$ cat config.mk
export PLATFORM = sky130hd
export DESIGN_NAME = irq_agg_top
export DESIGN_NICKNAME = d
export VERILOG_FILES = /design/src/rtl/irq_agg_pkg.sv /design/src/rtl/irq_sync.sv /design/src/rtl/irq_event_detect.sv /design/src/rtl/irq_flag_bank.sv /design/src/rtl/irq_gate.sv /design/src/rtl/irq_agg_top.sv
export SDC_FILE = /design/constraint.sdc
export NUM_CORES = 1
export LEC_CHECK = 0
export CORE_MARGIN = 2
export CORE_UTILIZATION = 30
export CTS_BUF_LIST = sky130_fd_sc_hd__clkbuf_8 sky130_fd_sc_hd__clkbuf_16
export CTS_CLUSTER_SIZE = 30
export DETAILED_ROUTE_END_ITERATION = 12
export DONT_BUFFER_PORTS = 1
export PLACE_DENSITY = 0.42
export SLEW_MARGIN = 20
export SYNTH_ARGS = -nofsm -noshare
export SYNTH_HDL_FRONTEND = slang
export SYNTH_SLANG_ARGS = --single-unit
$ cat constraint.sdc
create_clock -name clk -period 1.1 [get_ports clk]
set_input_delay 0.165 -clock clk [delete_from_list [all_inputs] [get_ports clk]]
set_output_delay 0.165 -clock clk [all_outputs]
set_load 0.05 [all_outputs]
$ cat src/rtl/irq_agg_pkg.sv
package irq_agg_pkg;
   localparam int unsigned SRC_TMR  = 0;
   localparam int unsigned SRC_EXT  = 1;
   localparam int unsigned SRC_CHG  = 2;
   localparam int unsigned NUM_CORE = 3;

   localparam int unsigned CTRL_GIE  = 0;
   localparam int unsigned CTRL_PEIE = 1;
   localparam int unsigned CTRL_EDGE = 2;
   localparam int unsigned CTRL_W    = 3;

   typedef enum logic [1:0] {
      REG_FLAG = 2'd0,
      REG_EN   = 2'd1,
      REG_CTRL = 2'd2,
      REG_NONE = 2'd3
   } reg_sel_e;
endpackage

$ cat src/rtl/irq_sync.sv
module irq_sync #(
   parameter int unsigned W      = 1,
   parameter int unsigned STAGES = 2
) (
   input  logic         clk,
   input  logic         rst_n,
   input  logic [W-1:0] d_i,
   output logic [W-1:0] q_o
);
   generate
      if (STAGES == 0) begin : g_pass
         assign q_o = d_i;
      end else begin : g_chain
         logic [W-1:0] st [STAGES];
         always_ff @(posedge clk or negedge rst_n) begin
            if (!rst_n) begin
               for (int s = 0; s < int'(STAGES); s++) st[s] <= '0;
            end else begin
               st[0] <= d_i;
               for (int s = 1; s < int'(STAGES); s++) st[s] <= st[s-1];
            end
         end
         assign q_o = st[STAGES-1];
      end
   endgenerate
endmodule

$ cat src/rtl/irq_event_detect.sv
module irq_event_detect #(
   parameter int unsigned CHG_W = 4
) (
   input  logic             clk,
   input  logic             rst_n,
   input  logic             ext_i,
   input  logic [CHG_W-1:0] chg_i,
   input  logic             rise_sel_i,
   output logic             ext_evt_o,
   output logic             chg_evt_o
);
   logic             ext_q;
   logic [CHG_W-1:0] chg_q;

   always_ff @(posedge clk or negedge rst_n) begin
      if (!rst_n) begin
         ext_q <= 1'b0;
         chg_q <= '0;
      end else begin
         ext_q <= ext_i;
         chg_q <= chg_i;
      end
   end

   assign ext_evt_o = rise_sel_i ? (ext_i & ~ext_q) : (~ext_i & ext_q);
   assign chg_evt_o = |(chg_i ^ chg_q);
endmodule

$ cat src/rtl/irq_flag_bank.sv
module irq_flag_bank #(
   parameter int unsigned N = 5
) (
   input  logic         clk,
   input  logic         rst_n,
   input  logic [N-1:0] set_i,
   input  logic [N-1:0] clr_i,
   output logic [N-1:0] flag_o
);
   generate
      for (genvar i = 0; i < int'(N); i++) begin : g_bit
         always_ff @(posedge clk or negedge rst_n) begin
            if (!rst_n)        flag_o[i] <= 1'b0;
            else if (set_i[i]) flag_o[i] <= 1'b1;
            else if (clr_i[i]) flag_o[i] <= 1'b0;
         end
      end
   endgenerate
endmodule

$ cat src/rtl/irq_gate.sv
module irq_gate #(
   parameter int unsigned N        = 5,
   parameter int unsigned NUM_CORE = 3
) (
   input  logic [N-1:0] flag_i,
   input  logic [N-1:0] en_i,
   input  logic         gie_i,
   input  logic         peie_i,
   output logic [N-1:0] gated_o,
   output logic         any_o
);
   generate
      for (genvar i = 0; i < int'(N); i++) begin : g_src
         if (i < int'(NUM_CORE)) begin : g_core
            assign gated_o[i] = flag_i[i] & en_i[i] & gie_i;
         end else begin : g_periph
            assign gated_o[i] = flag_i[i] & en_i[i] & gie_i & peie_i;
         end
      end
   endgenerate
   assign any_o = |gated_o;
endmodule

$ cat src/rtl/irq_agg_top.sv
module irq_agg_top
   import irq_agg_pkg::*;
#(
   parameter int unsigned NUM_PERIPH  = 4,
   parameter int unsigned CHG_W       = 4,
   parameter int unsigned SYNC_STAGES = 2,
   parameter int unsigned ADDR_W      = 12,
   parameter int unsigned RESET_VEC   = 0,
   parameter int unsigned IRQ_VEC     = 4
) (
   input  logic                       clk,
   input  logic                       rst_n,
   input  logic                       tmr_ovf_i,
   input  logic                       ext_pin_i,
   input  logic [CHG_W-1:0]           chg_in_i,
   input  logic [NUM_PERIPH-1:0]      periph_done_i,
   input  logic                       irq_take_i,
   input  logic                       irq_ret_i,
   input  logic                       cfg_we_i,
   input  logic [1:0]                 cfg_addr_i,
   input  logic [NUM_PERIPH+2:0]      cfg_wdata_i,
   output logic [NUM_PERIPH+2:0]      flag_o,
   output logic [NUM_PERIPH+2:0]      ien_o,
   output logic [CTRL_W-1:0]          ctrl_o,
   output logic                       irq_o,
   output logic [ADDR_W-1:0]          vec_o
);
   localparam int unsigned NSRC = NUM_CORE + NUM_PERIPH;
   localparam logic [ADDR_W-1:0] IRQ_ADDR   = ADDR_W'(IRQ_VEC);
   localparam logic [ADDR_W-1:0] RESET_ADDR = ADDR_W'(RESET_VEC);

   generate
      if (NUM_PERIPH < 1) begin : g_bad_periph
         $error("NUM_PERIPH must be at least 1");
      end
      if (CHG_W < 1) begin : g_bad_chg
         $error("CHG_W must be at least 1");
      end
      if (ADDR_W > 31 || IRQ_VEC >= (1 << ADDR_W) || RESET_VEC >= (1 << ADDR_W)) begin : g_bad_addr
         $error("vector addresses must fit in ADDR_W bits");
      end
      if (IRQ_VEC == RESET_VEC) begin : g_bad_vec
         $error("interrupt and reset vectors must differ");
      end
   endgenerate

   reg_sel_e sel;
   assign sel = reg_sel_e'(cfg_addr_i);

   logic wr_flag, wr_en, wr_ctrl;
   assign wr_flag = cfg_we_i && (sel == REG_FLAG);
   assign wr_en   = cfg_we_i && (sel == REG_EN);
   assign wr_ctrl = cfg_we_i && (sel == REG_CTRL);

   logic [NSRC-1:0] en_q;
   logic            gie_q, peie_q, edge_q;

   always_ff @(posedge clk or negedge rst_n) begin
      if (!rst_n) begin
         en_q   <= '0;
         peie_q <= 1'b0;
         edge_q <= 1'b1;
      end else begin
         if (wr_en) en_q <= cfg_wdata_i;
         if (wr_ctrl) begin
            peie_q <= cfg_wdata_i[CTRL_PEIE];
            edge_q <= cfg_wdata_i[CTRL_EDGE];
         end
      end
   end

   logic gie_d;
   always_comb begin
      gie_d = gie_q;
      if (wr_ctrl)    gie_d = cfg_wdata_i[CTRL_GIE];
      if (irq_ret_i)  gie_d = 1'b1;
      if (irq_take_i) gie_d = 1'b0;
   end

   always_ff @(posedge clk or negedge rst_n) begin
      if (!rst_n) gie_q <= 1'b0;
      else        gie_q <= gie_d;
   end

   logic [CHG_W:0] raw_async, raw_sync;
   assign raw_async = {chg_in_i, ext_pin_i};

   irq_sync #(.W(CHG_W + 1), .STAGES(SYNC_STAGES)) u_sync (
      .clk   (clk),
      .rst_n (rst_n),
      .d_i   (raw_async),
      .q_o   (raw_sync)
   );

   logic ext_evt, chg_evt;
   irq_event_detect #(.CHG_W(CHG_W)) u_detect (
      .clk        (clk),
      .rst_n      (rst_n),
      .ext_i      (raw_sync[0]),
      .chg_i      (raw_sync[CHG_W:1]),
      .rise_sel_i (edge_q),
      .ext_evt_o  (ext_evt),
      .chg_evt_o  (chg_evt)
   );

   logic [NSRC-1:0] set_vec, clr_vec;
   assign set_vec = {periph_done_i, chg_evt, ext_evt, tmr_ovf_i};
   assign clr_vec = wr_flag ? cfg_wdata_i : '0;

   logic [NSRC-1:0] flags;
   irq_flag_bank #(.N(NSRC)) u_flags (
      .clk    (clk),
      .rst_n  (rst_n),
      .set_i  (set_vec),
      .clr_i  (clr_vec),
      .flag_o (flags)
   );

   logic [NSRC-1:0] gated;
   logic            any_req;
   irq_gate #(.N(NSRC), .NUM_CORE(NUM_CORE)) u_gate (
      .flag_i  (flags),
      .en_i    (en_q),
      .gie_i   (gie_q),
      .peie_i  (peie_q),
      .gated_o (gated),
      .any_o   (any_req)
   );

   assign flag_o = flags;
   assign ien_o  = en_q;
   assign ctrl_o = {edge_q, peie_q, gie_q};
   assign irq_o  = any_req;
   assign vec_o  = any_req ? IRQ_ADDR : RESET_ADDR;
endmodule

# == Word level (Yosys, flattened, before mapping) ==
# Index checks and enable logic that the tools add are counted.
# totals
inputBits,24
word_cells,74
ff_bits,32
# op_classes
mux,20
bitwise,23
reduce_logical,14
n_eq_ne,2
# ops
op,n
$and A1 B1 Y1,20
$mux W1,18
$reduce_bool A2 Y1,7
$mux W7,1
$reduce_or A7 Y1,1
$reduce_or A4 Y1,1
$xor A4 B4 Y4,1
$logic_and A1 B1 Y1,3
$mux W3,1
$reduce_bool A3 Y1,1
$eq A2 B1 Y1 const B,1
$eq A2 B2 Y1 const B,1
$logic_not A2 Y1,1
$not A1 Y1,2

# == Depth between registers and ports, before layout ==
# Gate-level depths: netlist (run 1).
# logic_depth
ltp_word,5
depth_mapped,4
mapped_depth_nobuf,3

# == Hierarchy ==
# A second synthesis (run 1) with hierarchy kept.
# unflattened
cells_unflattened,111
area_unflattened_um2,1402.6
# modules_own_cells
module,cells_each,seq_area_each_um2,area_each_um2,instances
irq_agg_top,48,251.5,588.1,1
irq_sync,15,250.2,287.8,1
irq_flag_bank,21,175.2,254.0,1
irq_event_detect,13,125.1,188.9,1
irq_gate,14,0.0,83.8,1

# == Worst setup path before layout (run 1) ==
# OpenSTA, ideal clock, no wires.
# synth_path
kind,register to output
from,register u_flags.flag_o[5]
to,output vec_o[2]
t_arrival_ps,2486
path_buffers,1
path_stages_with_launch,5
required_time_ps,935
path_slack_ps,-1551
path_cell_list,dfrtp_1 a22o_1 o21ai_0 a21boi_0 buf_4
# synth_via
elab_chain_cells,5
# synth_rtl
element,line_no,rtl
"start, declared",irq_flag_bank.sv:8,output logic [N-1:0] flag_o
"start signal, assigned by index",irq_flag_bank.sv:13,if (!rst_n) flag_o[i] <= 1'b0;
"start signal, assigned by index",irq_flag_bank.sv:14,else if (set_i[i]) flag_o[i] <= 1'b1;
"start signal, assigned by index",irq_flag_bank.sv:15,else if (clr_i[i]) flag_o[i] <= 1'b0;
$and A1 B1 Y1 (3 in a row),irq_gate.sv:17,assign gated_o[i] = flag_i[i] & en_i[i] & gie_i & peie_i;
$reduce_or A7 Y1,irq_gate.sv:21,assign any_o = |gated_o;
named net irq_o,irq_agg_top.sv:25,"output logic irq_o,"
$mux W3,irq_agg_top.sv:134,assign vec_o = any_req ? IRQ_ADDR : RESET_ADDR;
"end, declared",irq_agg_top.sv:26,output logic [ADDR_W-1:0] vec_o
# The timed path passes the listed nets, and every way through them passes these cells.

# == Worst setup path after layout (run 1) ==
# layout_path
from,register u_flags.flag_o[0]
to,output irq_o
# layout_via
elab_chain_cells,3
# layout_rtl
element,line_no,rtl
$and A1 B1 Y1 (2 in a row),irq_gate.sv:15,assign gated_o[i] = flag_i[i] & en_i[i] & gie_i;
$reduce_or A7 Y1,irq_gate.sv:21,
"end, declared",irq_agg_top.sv:25,
# No other way between the ends.

==> impl_metrics.tcl, run 1 <==
set metrics [dict create \
    status "finished with violations" \
    violations "setup timing" \
    max_freq_mhz 643.4 \
    synthCells 90 \
    syn_area_sq_mm 0.001244 \
    io-pin-count 54 \
    hold_viol_final 0 \
    fillers 388 \
    power_density_mw_per_mm2 1849 \
    finalNonFillerCells 177 \
    yosysUniqueCellTypes 19 \
    cts_buffers 5 \
    p_leak_uw 0.0007042 \
    cts.htree.levels 2 \
    path_buf_inv 2 \
    async_flop_share_pct 100.0 \
    place_inst 156 \
    synth-edff-count 0 \
    critPathMaxStageDelay_ns 0.40 \
    fin_skew_ns 0.0009304 \
    cts_tree "yes" \
    globalplace.congestion 0.6609 \
    ant_nets 0 \
    synth_area_leaders "dfrtp_1, buf_4, mux2_2" \
    fin_crit_ns 1.554 \
    regArea_sq_um 819.5 \
    io_buffers 0 \
    hp-class "in2reg" \
    slew_violations 0 \
    nets 150 \
    rr_startpoint "u_flags.flag_o[1]$_DFFE_PN0P_" \
    grt_remaining_overflow 0 \
    yosysSeqAreaShare_pct 64.49 \
    critPathLaunchType "register" \
    worstSetupPathType "reg2out" \
    path_max_fanout 2 \
    grt_pass1_vias 832 \
    drive_gt1_share_pct 44.09 \
    multi_input_area_sq_um 381.6 \
    avgSynthCellArea_sq_um 13.82 \
    setup_slack_ns -0.4544 \
    ys_seq_elements 32 \
    numClockSinks 32 \
    dp_slack_ns -0.2262 \
    path_cells "a222oi_1 -> buf_4 -> a21boi_4 -> buf_12" \
    rsz0062_at_grt "yes" \
    die_y_microns 68.39 \
    ys.warnings.count 0 \
    clk_pin_slew_ns 0.06 \
    vias_per_cell 4.339 \
    grt_pass1_wl_microns 3539 \
    place_hpwl_microns 1752 \
    cp.arrival_ns 1.39 \
    die_area_sq_mm 0.004677 \
    slowest_stage "dfrtp_2" \
    grt_max_degree 33 \
    clk_latency_ns 0.27 \
    r2r_setup_slack_ns 0.07 \
    start_util_pct 31.09 \
    wire_per_inst_microns 12.96 \
    synth.largest_area_cell "dfrtp_1" \
    worst_hold_startpoint "cfg_wdata_i[0]" \
    core_area_sq_mm 0.004000 \
    routed_wl_microns 2294 \
    finalCritPeriodShare_pct 141.3 \
    required_ns 0.94 \
    grt_antenna_before_repair 0 \
    ys.flop_type "dfrtp_1" \
    num_vias 768 \
    grt_use_total_pct 10.78 \
    drt_iter0_markers 26 \
    syn2layout_area_growth_pct 35.11 \
    maxCapViolations 0 \
    clockBufferDepth 2 \
    irDropWorstVdd_mv 0.7484 \
    fp-row-count 23 \
    worstSetupStartpoint "u_flags.flag_o[0]$_DFFE_PN0P_" \
    cp-end-kind "primary output" \
    drc 0 \
    post-synth-top-area-fraction_pct 62.37 \
    diodes 0 \
    first_pass_iters 4 \
    die_w_microns 68.39 \
    cp_top_family "flip-flops" \
    setup_viol 3 \
    cts_root_buffer "clkbuf_8" \
]
[cell usage after synthesis, types with 2 or more instances]
cell,count
nand3b_1,2
mux2_2,9
buf_4,15
nand2_1,8
dfrtp_1,31
a22o_1,2
nor2_1,3
a21o_1,6
xnor2_1,4
[layout by cell type, fill, tap and decap left out, types with 2 or more instances in the layout]
cell type,netlist,routed
a22o_1,2,2
a21o_1,6,6
dfrtp_1,31,17
dfrtp_2,0,14
nand3b_1,2,2
dlygate4sd3_1,0,12
xnor2_1,4,4
clkbuf_8,0,6
conb_1,1,11
nand2_1,8,8
buf_12,0,3
buf_4,15,19
mux2_2,9,9
nor2_1,3,3
[state kept, by name, summed over array words and instances, names as in the netlist]
name	count
gie_q	1
peie_q	1
u_sync.g_chain.st	5
u_sync.q_o	5
u_detect.ext_q	1
u_detect.chg_q	4
u_flags.flag_o	7
ien_o	7
edge_q	1
[power by group]
group	internal [uW]	total [uW]	switching (uW)
combinational	290	841	551
clock	498	903	405
sequential	1300	1360	63.4
[cells by family after synthesis]
kind of cell,after synthesis,share of synthesized area [%]
other,1,0.3015
AO/OA/AOI/OAI,13,8.250
XOR/XNOR,4,2.817
AND/OR/NAND/NOR,16,6.941
buffers and inverters,15,9.054
flip-flops,32,64.49
multiplexers,9,8.149
[layout make-up]
| class | instances | area share, % |
|---|---|---|
| Clock buffer | 6 | 4.914 |
| Clock inverter | 2 | 0.6701 |
| Multi-Input combinational cell | 53 | 22.71 |
| Sequential cell | 32 | 48.77 |
| Tap cell | 50 | 3.723 |
| Timing Repair Buffer | 34 | 19.21 |
[routing by layer]
metal | global-route usage (%) | wire [microns] | share of wire, %
met4 | 7.250 | 57 | 2.5
met1 | 11.60 | 861 | 38
met2 | 16.71 | 1101 | 48
met5 | 0 | 0 | 0
met3 | 5.099 | 274 | 12
[final timing paths]
| check | cells after the start | end |
|---|---|---|
| worst max-delay path | 4 | irq_o |
| worst min-delay path | 1 | ien_o[0]$_DFFE_PN0P_ |
| worst max register to register | 2 | u_flags.flag_o[1]$_DFFE_PN0P_ |
| worst min register to register | 0 | u_sync.q_o[1]$_DFF_PN0_ |
| max in group asynchronous | 2 | edge_q$_DFFE_PN1P_ |
| min in group asynchronous | 2 | u_detect.chg_q[0]$_DFF_PN0_ |
[stage by stage]
step	total power [uW]	utilization, %	area (sq um)	hold slack (ns)	setup TNS (ns)
after floorplan	1993	-	1314	-0.1306	-0.7621
after global placement	2156	36.07	1443	-0.1298	-0.4019
after detailed placement	2165	36.07	1443	-0.1298	-0.4524
after CTS	3166	42.01	1680	0.02349	-1.022
after global routing	3253	42.01	1680	0.02233	-1.083
final	3107	42.01	1680	0.03717	-0.9666
[repair_timing]
item / in CTS / in global routing
cloned: 0 / 0
hold endpoints to repair: 43 / 0
endpoints found under the setup margin: 3 / 3
hold buffers: 13 / 0
pin swaps: 3 / 0
resized for setup: 1 / 0
buffers inserted: 0 / 0
Power figures use the tool's default switching activity.
==> inputs of run 2 (changes only) <==
--- a/config.mk
+++ b/config.mk
@@ -5,6 +5,7 @@
 export SDC_FILE = /design/constraint.sdc
 export NUM_CORES = 1
 export LEC_CHECK = 0
+export ABC_AREA = 1
 export CORE_MARGIN = 2
 export CORE_UTILIZATION = 30
 export CTS_BUF_LIST = sky130_fd_sc_hd__clkbuf_8 sky130_fd_sc_hd__clkbuf_16
==> impl_metrics.tcl, run 2 <==
set metrics [dict create \
    status "finished with violations" \
    violations "setup timing" \
    yosysSeqAreaShare_pct 58.43 \
    die_area_sq_mm 0.005132 \
    async_flop_share_pct 100.0 \
    fillers 458 \
    die_y_microns 71.64 \
    synth_top_family_by_area "simple AND/OR/NAND/NOR gates" \
    avgSynthCellArea_sq_um 9.466 \
    synth.largest_area_cell "dfrtp_1" \
    cts_buffers 5 \
    finalNonFillerCells 229 \
    vias_per_cell 4.288 \
    cp_top_family "simple AND/OR/NAND/NOR gates" \
    critPathMaxStageDelay_ns 0.47 \
    path_buf_inv 0 \
    synth_compound_gate_area_share_pct 8.113 \
    place_hpwl_microns 1965 \
    max_freq_mhz 688.7 \
    synth_mux_area_share_pct 0 \
    grt_antenna_before_repair 0 \
    fp-row-count 24 \
    ys_seq_elements 32 \
    whs_ns 0.02994 \
    r2r_setup_slack_ns 0.02 \
    dp_slack_ns -0.1034 \
    grt_use_total_pct 12.21 \
    wire_per_inst_microns 11.87 \
    drc 0 \
    ys.warnings.count 0 \
    worst_r2r_endpoint "gie_q$_DFFE_PN0P_" \
    clk_latency_ns 0.28 \
    hp-class "in2reg" \
    synthTopCellsByCount "dfrtp_1, nand2_1, inv_1" \
    required_ns 0.94 \
    rr_worst_depth 4 \
    path_depth 4 \
    worstSetupStartpoint "gie_q$_DFFE_PN0P_" \
    first_pass_iters 4 \
    synthXorXnorAreaFrac_pct 0.6381 \
    numClockSinks 32 \
    place_inst 207 \
    drive_gt1_share_pct 33.33 \
    maxCapViolations 0 \
    rsz0062_at_grt "yes" \
    worstSetupPathType "reg2out" \
    fin_skew_ns 0.004505 \
    clk_pin_slew_ns 0.07 \
    path_cells "nand4_1 -> nand2_1 -> nor2_2 -> nand2_4" \
    yosysUniqueCellTypes 16 \
    synthCells 145 \
    p_leak_uw 0.0008752 \
    cp.arrival_ns 1.29 \
    slowest_stage "dfrtp_2" \
    hold_viol_final 0 \
    setup_slack_ns -0.3520 \
    regArea_sq_um 822.0 \
    rr_startpoint "gie_q$_DFFE_PN0P_" \
    io-pin-count 54 \
    critPathLaunchType "register" \
    yosys.area_share.simple_pct 16.59 \
    multi_input_area_sq_um 414.1 \
    cts_root_buffer "clkbuf_8" \
    setup_viol 4 \
    clockBufferDepth 2 \
    routed_wl_microns 2718 \
    cp-end-kind "primary output" \
    die_w_microns 71.64 \
    syn_area_sq_mm 0.001373 \
    final_cell_mix "nand2_1, inv_1, dfrtp_2, buf_4, dfrtp_1" \
    cts.htree.levels 2 \
    synth-edff-count 0 \
    fin_crit_ns 1.452 \
    cts_tree "yes" \
    drt_iter0_markers 35 \
    mostFrequentLayoutCell "nand2_1" \
    io_buffers 0 \
    synth_fa_ha_area_share_pct 0 \
    cp-endpoint "vec_o[2]" \
    num_vias 982 \
    globalplace.congestion 0.7010 \
    diodes 0 \
    setup_tns_ns -0.8756 \
    grt_remaining_overflow 0 \
    finalCritPeriodShare_pct 132.0 \
    irDropWorstVdd_mv 0.7306 \
    slew_violations 0 \
    path_max_fanout 8 \
    grt_max_degree 33 \
    start_util_pct 31.31 \
    grt_pass1_vias 1000 \
    post-synth-top-area-fraction_pct 56.52 \
    ys.flop_type "dfrtp_1" \
    power_density_mw_per_mm2 1839 \
    synth_area_leaders "dfrtp_1, nand2_1, buf_4" \
    ant_nets 0 \
    core_area_sq_mm 0.004384 \
    nets 200 \
    syn2layout_area_growth_pct 30.45 \
    grt_pass1_wl_microns 4740 \
]
[run 2: changes by cell type after synthesis, moves of 2 or more]
cell      delta
inv_1       +24
nand2_1     +23
mux2_2       -9
nand3_1      +8
o21ai_0      +8
o21ai_2      +7
a21o_1       -6
nor2_1       +5
nand4_1      +4
xnor2_1      -4
a22o_1       -2
nand3b_1     -2
[run 2: cell type report]
cell class	count	share of cell area (%)
clock inverters	3	2.376
inverters	24	5.031
flip-flops and latches	32	45.91
clock buffers	5	3.843
well taps	52	3.634
repair buffers	31	16.07
multi-input cells	82	23.13
[run 2: how the worst min path moves through the flow]
| stage | startpoint | end | slack (ns) | cells after the start |
|---|---|---|---|---|
| after detailed placement | rst_n | u_sync.g_chain.st[6]$_DFF_PN0_ | -0.13 | 0 |
| after global routing | cfg_wdata_i[4] | ien_o[4]$_DFFE_PN0P_ | 0.03 | 2 |
| after floorplan | rst_n | gie_q$_DFFE_PN0P_ | -0.13 | 0 |
| final | cfg_wdata_i[6] | ien_o[6]$_DFFE_PN0P_ | 0.03 | 2 |
| after CTS | cfg_wdata_i[6] | ien_o[6]$_DFFE_PN0P_ | 0.03 | 2 |
| after global placement | rst_n | u_sync.g_chain.st[6]$_DFF_PN0_ | -0.13 | 0 |
[run 2: timing repair]
item / CTS / global route
hold buffers: 12 / 0
setup endpoints to repair: 5 / 4
resized for setup: 5 / 2
setup buffers: 0 / 2
pin swaps: 0 / 1
hold endpoints to repair: 42 / 0
[run 2: metrics by stage]
step	utilization (%)	instance area [sq um]	total power (uW)
after global placement	34.53	1514	2113
final	40.84	1790	3292
after CTS	40.35	1769	3316
after detailed placement	34.53	1514	2117
after floorplan	-	1458	2044
after global routing	40.84	1790	3480
[run 2: cells by family (layout without fill, tap and decap cells)]
family                    after synthesis  after routing
AOI/OAI and AO/OA                      17             17
DFF                                    32             32
other                                   1             11
xor gates and xnor gates                1              1
and+or+nand+nor                        53             53
buffers and inverters                  41             63
[run 2: worst reg2reg max path, cell delays in order (launching register included)]
cell and delay [ns]:
dfrtp_2 0.47, buf_4 0.16, buf_6 0.15, nand4_1 0.10
nand2_1 0.09
[run 2: layer usage]
layer	vias up	part of all wire, %	GRT usage (%)
li1	484	-	-
met1	446	46	15.96
met2	45	43	17.70
met3	7	9.1	4.923
met4	0	2.0	5.660
met5	-	0	0
[run 2: where the power goes]
part           internal [uW]  switching [uW]
Clock                    669             434
Sequential              1290            71.6
Combinational            228             601
Total                   2190            1110
